### config.mk
export PLATFORM = sky130hd
export DESIGN_NAME = card_activator
export DESIGN_NICKNAME = d
export VERILOG_FILES = /design/src/rtl/card_activator.sv
export SDC_FILE = /design/constraint.sdc
export NUM_CORES = 1
export LEC_CHECK = 0
export ABC_AREA = 1
export BUFFER_PORTS_ARGS = -buffer_cell sky130_fd_sc_hd__buf_2
export CAP_MARGIN = 20
export CELL_PAD_IN_SITES_DETAIL_PLACEMENT = 1
export CELL_PAD_IN_SITES_GLOBAL_PLACEMENT = 2
export CORE_UTILIZATION = 21
export DETAILED_ROUTE_END_ITERATION = 10
export PLACE_DENSITY = 0.95
export SLEW_MARGIN = 20
export SYNTH_ARGS = -nofsm -noshare
export SYNTH_HDL_FRONTEND = slang
export SYNTH_SLANG_ARGS = --single-unit
### constraint.sdc
create_clock -name clk -period 3.4 [get_ports clk]
set_input_delay 0.68 -clock clk [delete_from_list [all_inputs] [get_ports clk]]
set_output_delay 0.68 -clock clk [all_outputs]
set_load 0.05 [all_outputs]
### src/rtl/card_activator.sv
module card_activator #(
  parameter logic [31:0] CARD_UID = 32'h1577_24EA,
  parameter logic [15:0] ATQA_VAL = 16'h0004,
  parameter logic [7:0]  SAK_VAL  = 8'h08
) (
  input  logic        clk,
  input  logic        rst_n,
  input  logic        field_on,
  input  logic        rx_valid,
  input  logic        rx_short,
  input  logic [5:0]  rx_bits,
  input  logic [55:0] rx_data,
  input  logic        rx_crc_ok,
  output logic [2:0]  state,
  output logic        tx_valid,
  output logic [1:0]  tx_kind,
  output logic [39:0] tx_data
);
  localparam logic [2:0] S_OFF = 3'd0, S_IDLE = 3'd1, S_READY = 3'd2,
                         S_ACT = 3'd3, S_HALT = 3'd4, S_PROT = 3'd5;
  localparam logic [1:0] K_NONE = 2'd0, K_ATQA = 2'd1, K_UID = 2'd2, K_SAK = 2'd3;
  localparam logic [7:0] CHK = CARD_UID[7:0] ^ CARD_UID[15:8] ^ CARD_UID[23:16] ^ CARD_UID[31:24];

  logic woke;
  logic [2:0] nxt;
  logic nxt_woke;
  logic [1:0] kind;

  wire [7:0] b0 = rx_data[7:0];
  wire [7:0] b1 = rx_data[15:8];
  wire short7 = rx_short && rx_bits == 6'd7;
  wire is_req = short7 && rx_data[6:0] == 7'h26;
  wire is_wup = short7 && rx_data[6:0] == 7'h52;
  wire std16 = !rx_short && rx_bits == 6'd16;
  wire is_acl = std16 && b0 == 8'h93 && b1 == 8'h20;
  wire is_sel = !rx_short && rx_bits == 6'd56 && b0 == 8'h93 && b1 == 8'h70 &&
                rx_data[47:16] == CARD_UID && rx_data[55:48] == CHK && rx_crc_ok;
  wire is_hlt = std16 && b0 == 8'h50 && b1 == 8'h00 && rx_crc_ok;
  wire is_rats = std16 && b0 == 8'hE0 && rx_crc_ok;
  wire [2:0] fall_back = woke ? S_HALT : S_IDLE;

  always_comb begin
    nxt = state;
    nxt_woke = woke;
    kind = K_NONE;
    if (rx_valid) begin
      case (state)
        S_IDLE: if (is_req || is_wup) begin
          nxt = S_READY; nxt_woke = 1'b0; kind = K_ATQA;
        end
        S_HALT: if (is_wup) begin
          nxt = S_READY; nxt_woke = 1'b1; kind = K_ATQA;
        end
        S_READY: if (is_acl) kind = K_UID;
                 else if (is_sel) begin nxt = S_ACT; kind = K_SAK; end
                 else nxt = fall_back;
        S_ACT: if (is_hlt) nxt = S_HALT;
               else if (is_rats) nxt = S_PROT;
               else nxt = fall_back;
        default: ;
      endcase
    end
  end

  always_ff @(posedge clk or negedge rst_n) begin
    if (!rst_n) begin
      state <= S_OFF;
      woke <= 1'b0;
      tx_valid <= 1'b0;
      tx_kind <= K_NONE;
      tx_data <= '0;
    end else if (!field_on) begin
      state <= S_OFF;
      woke <= 1'b0;
      tx_valid <= 1'b0;
      tx_kind <= K_NONE;
    end else if (state == S_OFF) begin
      state <= S_IDLE;
      tx_valid <= 1'b0;
    end else begin
      state <= nxt;
      woke <= nxt_woke;
      tx_valid <= kind != K_NONE;
      tx_kind <= kind;
      case (kind)
        K_ATQA: tx_data <= {24'h0, ATQA_VAL};
        K_UID:  tx_data <= {CHK, CARD_UID};
        K_SAK:  tx_data <= {32'h0, SAK_VAL};
        default: ;
      endcase
    end
  end
endmodule


# After elaboration in Yosys (flattened, before gate mapping)
# Index checks and enable logic that the tools add are counted.
# Widths: inputs -> output; s select.
# word_totals
ff_bits	47
input_bits	68
output_inout_bits	46
word_cells	89
# op_classes
eq_ne	29
n_mux	28
bitwise	1
reduce_logical	26
# op_table
cell	n
$pmux 40 s3	1
$eq 32x29->1 const B	1
$mux 3	10
$eq 8x8->1 const B	3
$logic_and 1x1->1	17
$eq 8x7->1 const B	2
$ne 4x4->1 const B	3
$pmux 3 s4	1
$mux 2	5
$reduce_and 5->1	2
$mux 1	9
$eq 8x6->1 const B	1
$logic_not 8->1	1
$eq 7x6->1 const B	1
$eq 7x7->1 const B	1
$eq 3x2->1 const B	2
$eq 6x3->1 const B	1
$eq 6x5->1 const B	1
$eq 6x6->1 const B	1
$ne 3x1->1 const B	2
$ne 3x3->1 const B	2
$ne 6x1->1 const B	1
$pmux 2 s3	1
$eq 2x2->1 const B	2
other kinds (13)	13

# Logic depth before layout (Yosys ltp)
# logic_depth
ltp_word	14
mapped_depth	14

# Worst setup path after synthesis
# No wires, ideal clock.
# synth_timing
kind	register to output
start	reg, netlist name tx_data[37]
end	out tx_data[10]
arrival_ns	1.200
slack_ns	1.520
stages_incl_launch_ff	2
path_buffers	1
path_cell_list	dfrtp_1 > buf_4
# synth_lines
element	line_no	source
end: declaration	17	output logic [39:0] tx_data

==> flow_summary.yaml <==
status:
  outcome: "completed"
critical_path:
  critPathMaxFanout: 20
  r2r_slack_ns: 1.85
  cp_num_cells: 1
  slowest_delay_ns: 0.58
  worstPathRequired_ns: 2.72
  worstPathCellList: "buf_2"
  cp-start-kind: "flip-flop"
  ff2ff_path_depth: 8
  crit_buf_inv: 1
  crit_start: "tx_data[37]"
  cp_slowest_cell: "dfrtp_1"
  worstReg2RegStart: "state[2]"
  end_kind: "primary output"
  arrival_ns: 1.17
  critPathKind: "flip-flop to primary output"
  cp_top_family: "flip-flops"
finish:
  syn2layout_area_growth_pct: 23.6
  design_area_mm2: 0.00233
  antenna_cells: 0
  layout.cells.non_filler: 549
  n_fill_cell: 1205
  multi_input_area_mm2: 0.00117
  finalNetCount: 510
  regArea_um2: 250
  drive_gt1_share_pct: 27.4
timing:
  drv_slew: 0
  rsz0062_at_grt: "no"
  finalSetupViolations: 0
  timing.hold.ws_ns: 0.294
  setup_tns_ns: 0
  fmax_mhz: 542
  finalHoldViolCount: 0
  finalClockSkew_ns: 0.000686
  period_needed_ns: 1.85
  fin_crit_sh_pct: 54.3
placement:
  dpl_cell_area_mm2: 0.00227
  gp_congestion: 0.810
  placed_cells: 545
  port_buffers: 94
  dp_hpwl_um: 5440
floorplanning:
  io_pins: 114
  die_y_um: 96.7
  fp.dieW_um: 96.7
  start_util_pct: 21.6
  core-area_mm2: 0.00872
  die-area_mm2: 0.00936
  row_count: 34
synth:
  synthCells: 363
  ys_types: 24
  ys_seq_area_share_pct: 13.3
  yosys_warnings: 0
  synth.avg_cell_area_um2: 5.19
  ys_ff_latch: 10
  netlist_area_mm2: 0.00188
job:
  maxCapViolCount: 0
power:
  p_leak_nw: 1.41
  ir_drop_uv: 118
  powerDensity_mw_per_mm2: 298
  power.total_uw: 693
clocking:
  clk_path_buf_depth: 2
  holdBufCountCts: 0
  clk_pin_slew_worst_paths_ns: 0.05
  cts_made_buffers: 3
  cts_tree: "built"
  post-cts-setup-buffer-count: 0
  clk_latency_ns: 0.23
  clock_sinks: 10
  clockRootBuffer: "clkbuf_8"
  ctsResizeCount: 0
  cts-htree-levels: 1
global_route:
  antenna_found_initial: 0
  grt_max_degree: 21
  grt_pass1_vias: 2279
  track_usage_pct: 12.3
  grt-ovfl-total: 0
  grt_pass1_wl_um: 9850
drt:
  drc: 0
  vias_per_cell: 4.17
  num_vias: 2290
  routedWlPerCell_um: 10.8
  wl_um: 5920
  ant_nets: 0
  drt_iter0_drc: 29
  drt_first_pass_iters: 4
hold_path:
  hold_path_class: "input port to async pin"
==> Yosys cell counts <==
cell type	n	area (um2)
conb_1	1	3.75
nand4_2	1	12.5
nand3_2	3	30.0
a21oi_1	1	5.00
inv_2	4	15.0
nand4_1	13	81.3
buf_2	1	5.00
dfrtp_1	10	250
nor2_2	9	56.3
o21ai_1	3	15.0
or2_0	1	6.26
nor3b_1	1	7.51
nor2_1	71	267
o21ai_2	1	8.76
nor2_4	2	22.5
o21ai_0	2	10.0
nor3_4	1	16.3
a21oi_2	1	8.76
buf_4	37	278
nand2_2	1	6.26
nor3_1	2	10.0
nand2_1	111	417
nand3_1	24	120
inv_1	62	233
==> final cells by class <==
| class | instances | area share, % |
|---|---|---|
| well taps | 108 | 5.80 |
| inverters | 66 | 10.6 |
| flip-flops and latches | 10 | 10.7 |
| multi-input cells | 267 | 50.3 |
| repair buffers | 94 | 20.2 |
| clock buffers | 4 | 2.36 |
==> layer usage <==
layer  track usage [%]  wire length (um)
met1              15.2              2640
met2              23.2              2990
met3              1.95               282
met4             0.689                10
met5                 0                 0
==> cell families (layout without fill, tap and decap cells) <==
family | after synthesis | count (layout) | synth area share (%)
AND/OR/NAND/NOR | 240 | 240 | 55.8
buffers and inverters | 104 | 164 | 28.2
flip-flops | 10 | 10 | 13.3
AO/OA/AOI/OAI | 8 | 8 | 2.52
other | 1 | 19 | 0.199
==> power breakdown <==
part / leakage (nW) / total, mW / internal, mW / switching [mW]
logic: 1.25 / 0.393 / 0.108 / 0.285
registers: 0.132 / 0.154 / 0.131 / 0.0229
clock network: 0.0288 / 0.147 / 0.102 / 0.0449
==> sequential cells by signal (all words and copies together) (netlist names) <==
signal and flops:
state 3, tx_valid 1, tx_kind 2, tx_data 3
woke 1
==> final timing paths <==
check / endpoint
setup / recovery: tx_data[24]
hold / removal: tx_kind[0]
setup reg to reg: tx_data[3]
hold reg to reg: tx_kind[0]
max in group asynchronous: state[1]
min in group clk: tx_kind[0]
==> metrics by stage <==
stage,utilization [%],setup slack [ns]
2_1_floorplan,-,1.52
3_3_place_gp,26.1,1.34
6_report,26.7,1.55
4_1_cts,26.7,1.52
3_5_place_dp,26.1,1.33
5_1_grt,26.7,1.38
==> layout by cell type, fill, tap and decap left out <==
master    count
inv_2         4
o21ai_0       2
clkbuf_8      4
conb_1       19
or2_0         1
nor3_4        1
dfrtp_1      10
o21ai_1       3
nand4_2       1
inv_1        62
a21oi_2       1
buf_2        94
nand2_2       1
nor3b_1       1
nand3_1      24
nor2_1       71
a21oi_1       1
nor2_4        2
o21ai_2       1
nand3_2       3
nor3_1        2
nand2_1     111
nand4_1      13
nor2_2        9
No activity file was read; power rests on OpenSTA's default activity.
